## src/rtl/dllsw_pkg.sv

```systemverilog
package dllsw_pkg;

   typedef enum logic [2:0] {
      OP_NOP  = 3'd0,
      OP_MRS  = 3'd1,
      OP_SRE  = 3'd2,
      OP_SRX  = 3'd3,
      OP_ZQCL = 3'd4
   } dllsw_op_e;

   typedef enum logic [3:0] {
      ST_IDLE,
      ST_MR1,
      ST_SRE,
      ST_FREQ,
      ST_CKSRX,
      ST_SRX,
      ST_RST,
      ST_UPD2,
      ST_UPD0,
      ST_ZQ,
      ST_HOLD,
      ST_DONE
   } dllsw_st_e;

   function automatic logic st_is_cmd(dllsw_st_e s);
      return (s == ST_MR1) || (s == ST_SRE) || (s == ST_SRX) || (s == ST_RST) ||
             (s == ST_UPD2) || (s == ST_UPD0) || (s == ST_ZQ);
   endfunction

   function automatic logic st_in_sr(dllsw_st_e s);
      return (s == ST_SRE) || (s == ST_FREQ) || (s == ST_CKSRX);
   endfunction

endpackage

```

## src/rtl/dllsw_downcnt.sv

```systemverilog
module dllsw_downcnt #(
   parameter int W = 12
) (
   input  logic         clk,
   input  logic         rst_n,
   input  logic         load,
   input  logic [W-1:0] load_val,
   output logic [W-1:0] cnt
);

   if (W < 2) begin : g_bad_width
      $error("dllsw_downcnt: W must be at least 2");
   end

   always_ff @(posedge clk or negedge rst_n) begin
      if (!rst_n)
         cnt <= '0;
      else if (load)
         cnt <= load_val;
      else if (cnt != '0)
         cnt <= cnt - W'(1);
   end

endmodule

```

## src/rtl/dllsw_cmdgen.sv

```systemverilog
module dllsw_cmdgen
   import dllsw_pkg::*;
#(
   parameter int ADDR_W      = 14,
   parameter int MR_W        = 2,
   parameter int DLL_OFF_BIT = 0,
   parameter int DLL_RST_BIT = 8,
   parameter int ZQ_LONG_BIT = 10
) (
   input  logic              issue,
   input  dllsw_st_e         st,
   input  logic              dir_off,
   input  logic [ADDR_W-1:0] mr0_v,
   input  logic [ADDR_W-1:0] mr1_v,
   input  logic [ADDR_W-1:0] mr2_v,
   output logic              cmd_valid,
   output logic [2:0]        cmd_op,
   output logic [MR_W-1:0]   cmd_mr,
   output logic [ADDR_W-1:0] cmd_addr
);

   localparam logic [MR_W-1:0] IDX_MR0 = MR_W'(0);
   localparam logic [MR_W-1:0] IDX_MR1 = MR_W'(1);
   localparam logic [MR_W-1:0] IDX_MR2 = MR_W'(2);

   if (MR_W < 2) begin : g_bad_mr
      $error("dllsw_cmdgen: MR_W must cover index 2");
   end
   if (DLL_OFF_BIT >= ADDR_W || DLL_RST_BIT >= ADDR_W || ZQ_LONG_BIT >= ADDR_W) begin : g_bad_bits
      $error("dllsw_cmdgen: control bit outside the address payload");
   end

   dllsw_op_e         op;
   logic [MR_W-1:0]   mr;
   logic [ADDR_W-1:0] a;

   always_comb begin
      op = OP_NOP;
      mr = IDX_MR0;
      a  = '0;
      case (st)
         ST_MR1: begin
            op             = OP_MRS;
            mr             = IDX_MR1;
            a              = mr1_v;
            a[DLL_OFF_BIT] = dir_off;
         end
         ST_SRE: op = OP_SRE;
         ST_SRX: op = OP_SRX;
         ST_RST: begin
            op             = OP_MRS;
            mr             = IDX_MR0;
            a              = mr0_v;
            a[DLL_RST_BIT] = 1'b1;
         end
         ST_UPD2: begin
            op = OP_MRS;
            mr = IDX_MR2;
            a  = mr2_v;
         end
         ST_UPD0: begin
            op             = OP_MRS;
            mr             = IDX_MR0;
            a              = mr0_v;
            a[DLL_RST_BIT] = 1'b0;
         end
         ST_ZQ: begin
            op             = OP_ZQCL;
            a[ZQ_LONG_BIT] = 1'b1;
         end
         default: ;
      endcase
   end

   always_comb begin
      cmd_valid = issue;
      cmd_op    = issue ? op : OP_NOP;
      cmd_mr    = issue ? mr : '0;
      cmd_addr  = issue ? a  : '0;
   end

endmodule

```

## src/rtl/dllsw_ctrl.sv

```systemverilog
module dllsw_ctrl
   import dllsw_pkg::*;
#(
   parameter int CNT_W  = 12,
   parameter bit HAS_ZQ = 1'b1
) (
   input  logic             clk,
   input  logic             rst_n,
   input  logic             req_valid,
   input  logic             req_dll_off,
   input  logic             idle_ok,
   input  logic             zq_en,
   input  logic             odt_feat_en,
   input  logic             clk_stable,
   input  logic [CNT_W-1:0] t_mod,
   input  logic [CNT_W-1:0] t_mrd,
   input  logic [CNT_W-1:0] t_xs,
   input  logic [CNT_W-1:0] t_cksre,
   input  logic [CNT_W-1:0] t_cksrx,
   input  logic [CNT_W-1:0] t_dllk,
   input  logic [CNT_W-1:0] t_zqoper,
   input  logic [CNT_W-1:0] step_cnt,
   input  logic [CNT_W-1:0] dll_cnt,
   output logic             step_load,
   output logic [CNT_W-1:0] step_val,
   output logic             dll_load,
   output logic [CNT_W-1:0] dll_val,
   output dllsw_st_e        st,
   output logic             issue,
   output logic             accept,
   output logic             dir_off,
   output logic             odt_hold,
   output logic             busy
);

   localparam logic [CNT_W-1:0] ONE = CNT_W'(1);

   dllsw_st_e nxt;
   logic      dir_n;
   logic      zq_use;
   logic      zq_sel;
   logic      last;
   logic      dll_last;
   dllsw_st_e fin;

   if (HAS_ZQ) begin : g_zq
      assign zq_sel = zq_en;
   end else begin : g_no_zq
      assign zq_sel = 1'b0;
   end

   assign last     = (step_cnt <= ONE);
   assign dll_last = (dll_cnt <= ONE);
   assign fin      = dll_last ? ST_DONE : ST_HOLD;
   assign accept   = (st == ST_IDLE) && req_valid && idle_ok;
   assign busy     = (st != ST_IDLE) && (st != ST_DONE);

   always_comb begin
      nxt   = st;
      dir_n = dir_off;
      case (st)
         ST_IDLE:  if (accept) begin
                      dir_n = req_dll_off;
                      nxt   = req_dll_off ? ST_MR1 : ST_SRE;
                   end
         ST_MR1:   if (last) nxt = dir_off ? ST_SRE : ST_RST;
         ST_SRE:   if (last) nxt = ST_FREQ;
         ST_FREQ:  if (clk_stable) nxt = ST_CKSRX;
         ST_CKSRX: if (clk_stable && last) nxt = ST_SRX;
         ST_SRX:   if (last) nxt = dir_off ? ST_UPD2 : ST_MR1;
         ST_RST:   if (last) nxt = ST_UPD2;
         ST_UPD2:  if (last) nxt = ST_UPD0;
         ST_UPD0:  if (last) nxt = zq_use ? ST_ZQ : fin;
         ST_ZQ:    if (last) nxt = fin;
         ST_HOLD:  if (dll_last) nxt = ST_DONE;
         ST_DONE:  nxt = ST_IDLE;
         default:  nxt = ST_IDLE;
      endcase
   end

   always_comb begin
      step_load = (nxt != st) || ((st == ST_CKSRX) && !clk_stable);
      case (nxt)
         ST_MR1:   step_val = dir_n ? t_mod : t_mrd;
         ST_SRE:   step_val = t_cksre;
         ST_CKSRX: step_val = t_cksrx;
         ST_SRX:   step_val = t_xs;
         ST_RST:   step_val = t_mrd;
         ST_UPD2:  step_val = t_mrd;
         ST_UPD0:  step_val = t_mod;
         ST_ZQ:    step_val = t_zqoper;
         default:  step_val = '0;
      endcase
      dll_load = (nxt == ST_RST) && (st != ST_RST);
      dll_val  = t_dllk;
   end

   always_ff @(posedge clk or negedge rst_n) begin
      if (!rst_n) begin
         st       <= ST_IDLE;
         issue    <= 1'b0;
         dir_off  <= 1'b0;
         zq_use   <= 1'b0;
         odt_hold <= 1'b0;
      end else begin
         st    <= nxt;
         issue <= (nxt != st) && st_is_cmd(nxt);
         if (accept) begin
            dir_off  <= req_dll_off;
            zq_use   <= zq_sel;
            odt_hold <= odt_feat_en;
         end
      end
   end

   // the lock counter has run out whenever completion is signalled
   a_r9_lock_before_done: assert property (@(posedge clk) disable iff (!rst_n)
      (st == ST_DONE) |-> (dll_cnt == '0));

   // a sequence only begins from an accepted, idle-qualified request
   a_r4_start_from_idle: assert property (@(posedge clk) disable iff (!rst_n)
      $rose(busy) |-> $past(req_valid && idle_ok));

endmodule

```

## src/rtl/dllsw_seq.sv

```systemverilog
module dllsw_seq
   import dllsw_pkg::*;
#(
   parameter int ADDR_W      = 14,
   parameter int MR_W        = 2,
   parameter int CNT_W       = 12,
   parameter bit HAS_ZQ      = 1'b1,
   parameter int DLL_OFF_BIT = 0,
   parameter int DLL_RST_BIT = 8,
   parameter int ZQ_LONG_BIT = 10
) (
   input  logic              clk,
   input  logic              rst_n,
   input  logic              req_valid,
   input  logic              req_dll_off,
   input  logic              idle_ok,
   input  logic              zq_en,
   input  logic              odt_feat_en,
   input  logic              odt_in,
   input  logic [ADDR_W-1:0] mr0_val,
   input  logic [ADDR_W-1:0] mr1_val,
   input  logic [ADDR_W-1:0] mr2_val,
   input  logic [CNT_W-1:0]  t_mod,
   input  logic [CNT_W-1:0]  t_mrd,
   input  logic [CNT_W-1:0]  t_xs,
   input  logic [CNT_W-1:0]  t_cksre,
   input  logic [CNT_W-1:0]  t_cksrx,
   input  logic [CNT_W-1:0]  t_dllk,
   input  logic [CNT_W-1:0]  t_zqoper,
   input  logic              clk_stable,
   output logic              freq_req,
   output logic              cmd_valid,
   output logic [2:0]        cmd_op,
   output logic [MR_W-1:0]   cmd_mr,
   output logic [ADDR_W-1:0] cmd_addr,
   output logic              cke,
   output logic              odt,
   output logic              busy,
   output logic              ready,
   output logic              done
);

   if (ADDR_W <= DLL_RST_BIT || ADDR_W <= ZQ_LONG_BIT) begin : g_bad_addr
      $error("dllsw_seq: ADDR_W too narrow for the control bits");
   end

   dllsw_st_e        st;
   logic             issue, accept, dir_off, odt_hold;
   logic             step_load, dll_load;
   logic [CNT_W-1:0] step_val, dll_val, step_cnt, dll_cnt;
   logic [ADDR_W-1:0] mr0_q, mr1_q, mr2_q;

   always_ff @(posedge clk or negedge rst_n) begin
      if (!rst_n) begin
         mr0_q <= '0;
         mr1_q <= '0;
         mr2_q <= '0;
      end else if (accept) begin
         mr0_q <= mr0_val;
         mr1_q <= mr1_val;
         mr2_q <= mr2_val;
      end
   end

   dllsw_ctrl #(.CNT_W(CNT_W), .HAS_ZQ(HAS_ZQ)) u_ctrl (
      .clk(clk), .rst_n(rst_n),
      .req_valid(req_valid), .req_dll_off(req_dll_off), .idle_ok(idle_ok),
      .zq_en(zq_en), .odt_feat_en(odt_feat_en), .clk_stable(clk_stable),
      .t_mod(t_mod), .t_mrd(t_mrd), .t_xs(t_xs), .t_cksre(t_cksre),
      .t_cksrx(t_cksrx), .t_dllk(t_dllk), .t_zqoper(t_zqoper),
      .step_cnt(step_cnt), .dll_cnt(dll_cnt),
      .step_load(step_load), .step_val(step_val),
      .dll_load(dll_load), .dll_val(dll_val),
      .st(st), .issue(issue), .accept(accept), .dir_off(dir_off),
      .odt_hold(odt_hold), .busy(busy)
   );

   dllsw_downcnt #(.W(CNT_W)) u_step_cnt (
      .clk(clk), .rst_n(rst_n), .load(step_load), .load_val(step_val), .cnt(step_cnt)
   );

   dllsw_downcnt #(.W(CNT_W)) u_dll_cnt (
      .clk(clk), .rst_n(rst_n), .load(dll_load), .load_val(dll_val), .cnt(dll_cnt)
   );

   dllsw_cmdgen #(
      .ADDR_W(ADDR_W), .MR_W(MR_W), .DLL_OFF_BIT(DLL_OFF_BIT),
      .DLL_RST_BIT(DLL_RST_BIT), .ZQ_LONG_BIT(ZQ_LONG_BIT)
   ) u_cmdgen (
      .issue(issue), .st(st), .dir_off(dir_off),
      .mr0_v(mr0_q), .mr1_v(mr1_q), .mr2_v(mr2_q),
      .cmd_valid(cmd_valid), .cmd_op(cmd_op), .cmd_mr(cmd_mr), .cmd_addr(cmd_addr)
   );

   assign cke      = !st_in_sr(st);
   assign freq_req = (st == ST_FREQ);
   assign ready    = !busy;
   assign done     = (st == ST_DONE);
   assign odt      = (busy && odt_hold) ? 1'b0 : odt_in;

   // self-refresh entry strobe coincides with CKE low
   a_r7_sre_cke_low: assert property (@(posedge clk) disable iff (!rst_n)
      (cmd_valid && cmd_op == OP_SRE) |-> !cke);

   // self-refresh exit strobe coincides with CKE high
   a_r7_srx_cke_high: assert property (@(posedge clk) disable iff (!rst_n)
      (cmd_valid && cmd_op == OP_SRX) |-> cke);

   // the frequency request only happens inside self-refresh
   a_r6_freq_in_sr: assert property (@(posedge clk) disable iff (!rst_n)
      freq_req |-> (!cke && busy));

   // completion is a single-cycle pulse
   a_r11_done_pulse: assert property (@(posedge clk) disable iff (!rst_n)
      done |=> (!done && !busy));

endmodule

```

## config.mk

```make
export PLATFORM = sky130hd
export DESIGN_NAME = dllsw_seq
export DESIGN_NICKNAME = d
export VERILOG_FILES = /design/src/rtl/dllsw_pkg.sv /design/src/rtl/dllsw_downcnt.sv /design/src/rtl/dllsw_cmdgen.sv /design/src/rtl/dllsw_ctrl.sv /design/src/rtl/dllsw_seq.sv
export SDC_FILE = /design/constraint.sdc
export NUM_CORES = 1
export LEC_CHECK = 0
export ABC_AREA = 1
export BUFFER_PORTS_ARGS = -buffer_cell sky130_fd_sc_hd__buf_2
export CELL_PAD_IN_SITES_DETAIL_PLACEMENT = 1
export CELL_PAD_IN_SITES_GLOBAL_PLACEMENT = 1
export CORE_UTILIZATION = 25
export CTS_BUF_LIST = sky130_fd_sc_hd__clkbuf_4
export DETAILED_ROUTE_END_ITERATION = 7
export HOLD_SLACK_MARGIN = 0.06
export PLACE_DENSITY = 0.6
export SLEW_MARGIN = 30
export SYNTH_ARGS = -nofsm -noshare
export SYNTH_HDL_FRONTEND = slang
export SYNTH_HIERARCHICAL = 1
export SYNTH_SLANG_ARGS = --single-unit
```

## constraint.sdc

```tcl
create_clock -name clk -period 5.6 [get_ports clk]
set_input_delay 0.84 -clock clk [delete_from_list [all_inputs] [get_ports clk]]
set_output_delay 0.84 -clock clk [all_outputs]
set_load 0.05 [all_outputs]
```

==> reports/qor.yml, run 1 <==
power_and_ir_drop:
  combPwrFrac_pct: 64.1
  power.leakage_uw: 0.00356
  power_density_mw_per_mm2: 570
  intPower_uw: 1670
  p_sw_uw: 2230
  pwr-share-clk_pct: 8.9
  peakVddDrop_mv: 0.269
  p_seq_share_pct: 27.1
  design_power_total_uw: 3890
  p_sw_share_pct: 57.2
clock_tree:
  cts_tree: "yes"
  h-tree-depth: 3
  tritoncts.num_buffers: 9
  cts_root_buf: "clkbuf_4"
  clk_pin_slew_ns: 0.13
  clkLatencyLatePin_ns: 0.45
  cts.sinks: 72
  cts_setup_buffers: 0
  cts_hold_buf: 0
  cts_resized: 0
  cts_buffer_depth: 2
place:
  dp_hpwl_um: 14900
  gp_congestion: 0.801
  placedCellCount: 1342
  port_buffers: 158
setup_path:
  path_cells: "inv_2 > nor2_2 > nand2_1 > a21oi_2 > nor2_1 > nand3_1 > buf_4 > nand2_1 > a21oi_1 > nand2_1 > nor2_1 > o21ai_0 > inv_2 > nand3_1 > nor2_2 > nand2_2 > inv_1 > nor2_1 > nand2_1 > nand2_1"
  worst_ep_arrival_time_ns: 4.28
  setup.worst_path.class: "register to register"
  required_ns: 5.96
  worstPathMaxFanout: 29
  r2r_start: "u_ctrl/st[2]$_DFF_PN0_"
  max_stage_delay_ns: 0.77
  cp-end-kind: "register"
  crit_top_cell: "nand2_1"
  crit_slowest_cell: "dfrtp_1"
  cp-startpoint: "u_ctrl/st[2]$_DFF_PN0_"
  cp-start-kind: "register"
drt:
  num_vias: 6035
  first_pass_iters: 4
  route.detailed.drc: 0
  antenna_left: 0
  drtIter0Drc: 231
  viasPerCell: 4.44
  routedWlPerCell_um: 14.5
  wl_um: 19700
logic_synthesis:
  syn_nets: 1056
  yosys_warnings: 6
  syn_inst: 917
  avgSynthCellArea_um2: 6.38
  synthesis.area_mm2: 0.00585
final_layout:
  drive_above_1_share_pct: 25.5
  synthToLayoutAreaGrowth_pct: 16.8
  seq_area_mm2: 0.00180
  num-nets-final: 1179
  multi_input_area_mm2: 0.00320
  fill_cells: 3010
  final_cell_count_no_fill: 1359
grt:
  antenna_found_initial: 1
  grt_pass1_wl_um: 32000
  grt_pass1_vias: 6178
  grt_overflow_total: 0
  grt_max_degree: 85
  grt_usage_pct: 16.9
run_status:
  outcome: "complete, no violations"
sta:
  drv_slew: 0
  slew_headroom_pct: 35.4
  finalCritPeriodShare_pct: 70.0
  finalSetupViolations: 0
  hold_viol: 0
  clock_skew_ns: 0.00623
  worst_slew_pin_slew_ns: 0.966
  final.setup.tns_ns: 0
  worst_hold_slack_ns: 0.384
  rsz0062_at_grt: "false"
  fmax_mhz: 255
  fin_crit_ns: 3.92
flow_run:
  cap_violations: 0
die:
  die_area_mm2: 0.0240
  core_mm2: 0.0228
  start_util_pct: 25.7
  rows: 55
  die_width_um: 155
  io_pins: 161
  die_h_um: 155
min_path:
  hold_path.class: "primary input to asynchronous set/reset pin"
[power groups by stage]
stage               Sequential, uW  Clock (uW)  Combinational [uW]
floorplan                      977           0                2030
global placement              1060           0                2490
detailed placement            1070           0                2530
CTS                           1060         366                2530
global route                  1090         385                2860
finish                        1050         346                2500
[through the flow]
stage               instance area (um^2)  worst slack [ns]  util, %
finish                              6830              1.68     30.0
global route                        6830              1.16     30.0
floorplan                           5850              2.18        -
CTS                                 6830              1.63     30.0
detailed placement                  6690              1.63     29.4
global placement                    6690              1.66     29.3
[layout make-up]
class	count	area share, %
tap	313	5.73
inverter	125	6.91
timing repair buffer	162	12.1
sequential	72	26.4
clock buffer	10	1.10
clock inverter	6	0.879
multi-input combinational	670	46.8
antenna	1	0.0366
[final timing paths]
kind,end,slack (ns),cells after the start
hold reg to reg,u_ctrl/odt_hold$_DFFE_PN0P_,0.50,2
min in group clk,u_ctrl/odt_hold$_DFFE_PN0P_,0.50,2
setup / recovery,u_step_cnt/cnt[10]$_DFFE_PN0P_,1.68,20
setup reg to reg,u_step_cnt/cnt[10]$_DFFE_PN0P_,1.68,20
hold / removal,mr1_q[1]$_DFFE_PN0P_,0.38,1
max in group asynchronous,u_step_cnt/cnt[3]$_DFFE_PN0P_,4.69,1
[cells in the final DEF, fill, tap and decap left out, types with 21 or more instances in the layout]
cell / instances
nor2_1: 106
a21oi_2: 21
nand3_1: 71
o21ai_1: 31
o21ai_0: 39
inv_1: 104
nand2_1: 287
a21oi_1: 21
dfrtp_1: 72
buf_2: 157
nand4_1: 26
[layer usage]
layer  GRT usage, %  vias up  wire length [um]  share of wire, %
met5              0        -                 0                 0
met4           5.61        0               307               1.6
met3           2.28       17               667               3.4
met2           27.3      117              8940                45
met1           23.1     2786              9780                50
li1               -     3115                 -                 -
[critical path: cells and delay by family (launching register included)]
family / cells / cell delay [ns]
simple gates: 13 / 1.37
compound gates: 3 / 0.60
buf+inv: 4 / 1.06
flops: 1 / 0.77
[state kept, by name (all words and copies together), names as in the netlist]
register,count
mr2_q,14
mr0_q,13
mr1_q,13
u_dll_cnt/cnt,12
u_step_cnt/cnt,12
u_ctrl/st,4
u_ctrl/dir_off,1
u_ctrl/issue,1
u_ctrl/odt_hold,1
u_ctrl/zq_use,1
Power figures use the tool's default switching activity.
==> run 2, diff against run 1 <==
- clock period: 5.6 -> 4.1 ns (I/O delays scaled with it)
==> run 2 against run 1 <==
Effect of this change: fmax increased by 13%; largest cell class unchanged; via count increased by 1.1%; largest power group unchanged; critical path depth unchanged; hold slack got worse by 0.22 ns; critical path type unchanged; non-clock buffer count increased by 4; power increased by 37%; count of clock-buffer cells in the layout unchanged; global-route usage decreased by 0.15 points; die area unchanged.
==> reports/qor.yml, run 2 (synthesis results as in run 1) <==
run_status:
  outcome: "complete, no violations"
clock_tree:
  cts_tree: "yes"
  clk_pin_slew_ns: 0.13  # about the same
  clkLatencyLatePin_ns: 0.47  # +0.02 ns
  cts_hold_buf: 0  # unchanged
  cts_setup_buffers: 0  # unchanged
  tritoncts.num_buffers: 9  # unchanged
  cts_root_buf: "clkbuf_4"
  cts_buffer_depth: 2  # unchanged
  cts.sinks: 72  # unchanged
  h-tree-depth: 3  # unchanged
  cts_resized: 0  # unchanged
final_layout:
  largest_register_ffs: 14  # unchanged
  reg_top3: "mr2_q x14, mr0_q x13, mr1_q x13"
  final_common_cell: "nand2_1"
  top_register: "mr2_q"
  num-nets-final: 1183  # +0.34%
  drive_above_1_share_pct: 25.7  # +0.21 points
  synthToLayoutAreaGrowth_pct: 17.3
  fin_area_mm2: 0.00686  # +0.42%
  mostFrequentLayoutCells: "287 x nand2_1, 157 x buf_2, 107 x nor2_1"
drt:
  met1_length_um: 9850  # +0.71%
  wl_um: 19600  # -0.48%
  maxUsedRoutingLayer: "met4"
  route.detailed.drc: 0  # unchanged
  viasPerCell: 4.48  # +0.85%
  first_pass_iters: 5  # +1
  num_vias: 6104  # +1.1%
  routedWlPerCell_um: 14.4  # -0.77%
  antenna_left: 0  # unchanged
  drtIter0Drc: 265  # +15%
  dr_wl_met3_um: 577  # -13%
  routed-wl-met2_um: 8930  # about the same
die:
  core_mm2: 0.0228  # unchanged
  die_h_um: 155  # unchanged
  rows: 55  # unchanged
  start_util_pct: 25.7  # unchanged
  io_pins: 161  # unchanged
  die_area_mm2: 0.0240  # unchanged
  die_width_um: 155  # unchanged
power_and_ir_drop:
  p_sw_share_pct: 56.8  # -0.35 points
  pwr-share-clk_pct: 8.9  # about the same
  p_sw_uw: 3040  # +37%
  p_seq_share_pct: 26.2  # -0.9 points
  power.leakage_uw: 0.00358  # +0.40%
  peakVddDrop_mv: 0.374  # +39%
  power_density_mw_per_mm2: 780  # +37%
  intPower_uw: 2310  # +39%
  combPwrFrac_pct: 65.0  # +0.9 points
sta:
  hold_viol: 0  # unchanged
  worst_slew_pin_slew_ns: 0.765  # -0.201 ns
  finalSetupViolations: 0  # unchanged
  slew_headroom_pct: 48.5  # +13 points
  finalCritPeriodShare_pct: 84.9  # +15 points
  fmax_mhz: 287  # +13%
  fin_crit_ns: 3.48  # -0.443 ns
  rsz0062_at_grt: "false"
  clock_skew_ns: 0.0183  # +0.0120 ns
  drv_slew: 0  # unchanged
  final.setup.tns_ns: 0  # unchanged
place:
  port_buffers: 158  # unchanged
  place_area_mm2: 0.00672  # +0.41%
  dp_hpwl_um: 14900  # +0.54%
  gp_congestion: 0.775  # -3.3%
setup_path:
  max_stage_delay_ns: 0.70  # -0.07 ns
  worst_ep_arrival_time_ns: 3.87  # -0.41 ns
  path_delay_family: "simple AND/OR/NAND/NOR gates"
  crit_slowest_cell: "dfrtp_1"
  worst-path-buf-inv: 4  # unchanged
  worstSetupPathDepth: 20  # unchanged
  cp-start-kind: "register"
  required_ns: 4.49  # -1.47 ns
  crit_top_cell: "nand2_1"
  path_cells: "inv_1 > o21ai_1 > nand2_1 > nor2_1 > nand2_1 > nor2_1 > nand3_2 > inv_4 > nand2_1 > nand3_1 > nor2_1 > o21ai_0 > inv_2 > nand3_1 > nor2_2 > nand2_2 > inv_1 > nor2_1 > nand2_1 > nand2_1"
  worstPathMaxFanout: 28  # -3.4%
  reg2regPathDepth: 20  # unchanged
  setup.worst_path.class: "register to register"
  cp-end-kind: "register"
grt:
  grt_overflow_total: 0  # unchanged
  grt_pass1_vias: 6087  # -1.5%
  grt_usage_pct: 16.7  # -0.15 points
  grt_pass1_wl_um: 31600  # -1.3%
  grt_max_degree: 85  # unchanged
  antenna_found_initial: 1  # unchanged
flow_run:
  cap_violations: 0  # unchanged
min_path:
  hold_path.class: "primary input to asynchronous set/reset pin"
run 2: worst register-to-register path, cell delays in order, from the launching register on:
cell	delay, ns
dfrtp_1	0.70
inv_1	0.16
o21ai_1	0.18
nand2_1	0.07
nor2_1	0.12
nand2_1	0.06
nor2_1	0.11
nand3_2	0.20
inv_4	0.34
nand2_1	0.10
nand3_1	0.10
nor2_1	0.05
o21ai_0	0.29
inv_2	0.07
nand3_1	0.12
nor2_2	0.04
nand2_2	0.22
inv_1	0.15
nor2_1	0.20
nand2_1	0.07
nand2_1	0.07
run 2: metrics by stage:
| step | setup slack [ns] | utilization [%] | instances | hold WS (ns) | total power (uW) |
|---|---|---|---|---|---|
| finish | 0.621 | 30.1 | 1363 | 0.162 | 5350 |
| global route | 0.251 | 30.1 | 1363 | 0.213 | 5930 |
| CTS | 0.576 | 30.1 | 1361 | 0.178 | 5430 |
| detailed placement | 0.624 | 29.5 | 1346 | 0.472 | 4940 |
| global placement | 0.609 | 29.5 | 1346 | 0.472 | 4880 |
| floorplan | 0.904 | - | 917 | 0.319 | 4110 |
run 2: path summary, 6_finish.rpt:
| kind | slack, ns | end | from |
|---|---|---|---|
| worst min register to register | 0.50 | u_ctrl/odt_hold$_DFFE_PN0P_ | u_ctrl/odt_hold$_DFFE_PN0P_ |
| worst min-delay path | 0.16 | mr1_q[1]$_DFFE_PN0P_ | rst_n |
| worst max-delay path | 0.62 | u_step_cnt/cnt[10]$_DFFE_PN0P_ | u_ctrl/st[3]$_DFF_PN0_ |
| worst max register to register | 0.62 | u_step_cnt/cnt[10]$_DFFE_PN0P_ | u_ctrl/st[3]$_DFF_PN0_ |
| min in group clk | 0.34 | u_ctrl/odt_hold$_DFFE_PN0P_ | odt_feat_en |
| max in group asynchronous | 3.45 | u_ctrl/st[3]$_DFF_PN0_ | rst_n |
run 2: cell type report:
class                      instances  area, um^2
antenna                            2        5.00
clock buffer                      10        75.1
clock inverter                     5        58.8
fill                            2980       15900
inverter                         125         472
multi-input combinational        670        3200
sequential                        72        1800
tap                              313         392
timing repair buffer             166         857
run 2: power groups by stage:
stage               Sequential, uW  Combinational (uW)  Clock (uW)
detailed placement            1430                3510           0
finish                        1400                3480         474
global placement              1420                3460           0
global route                  1460                3940         519
CTS                           1410                3520         500
floorplan                     1340                2770           0
run 2: per-layer routing:
layer,vias up,GRT usage [%]
met3,13,1.78
met1,2838,23.3
met5,-,0
li1,3129,-
met2,124,27.2
met4,0,5.09
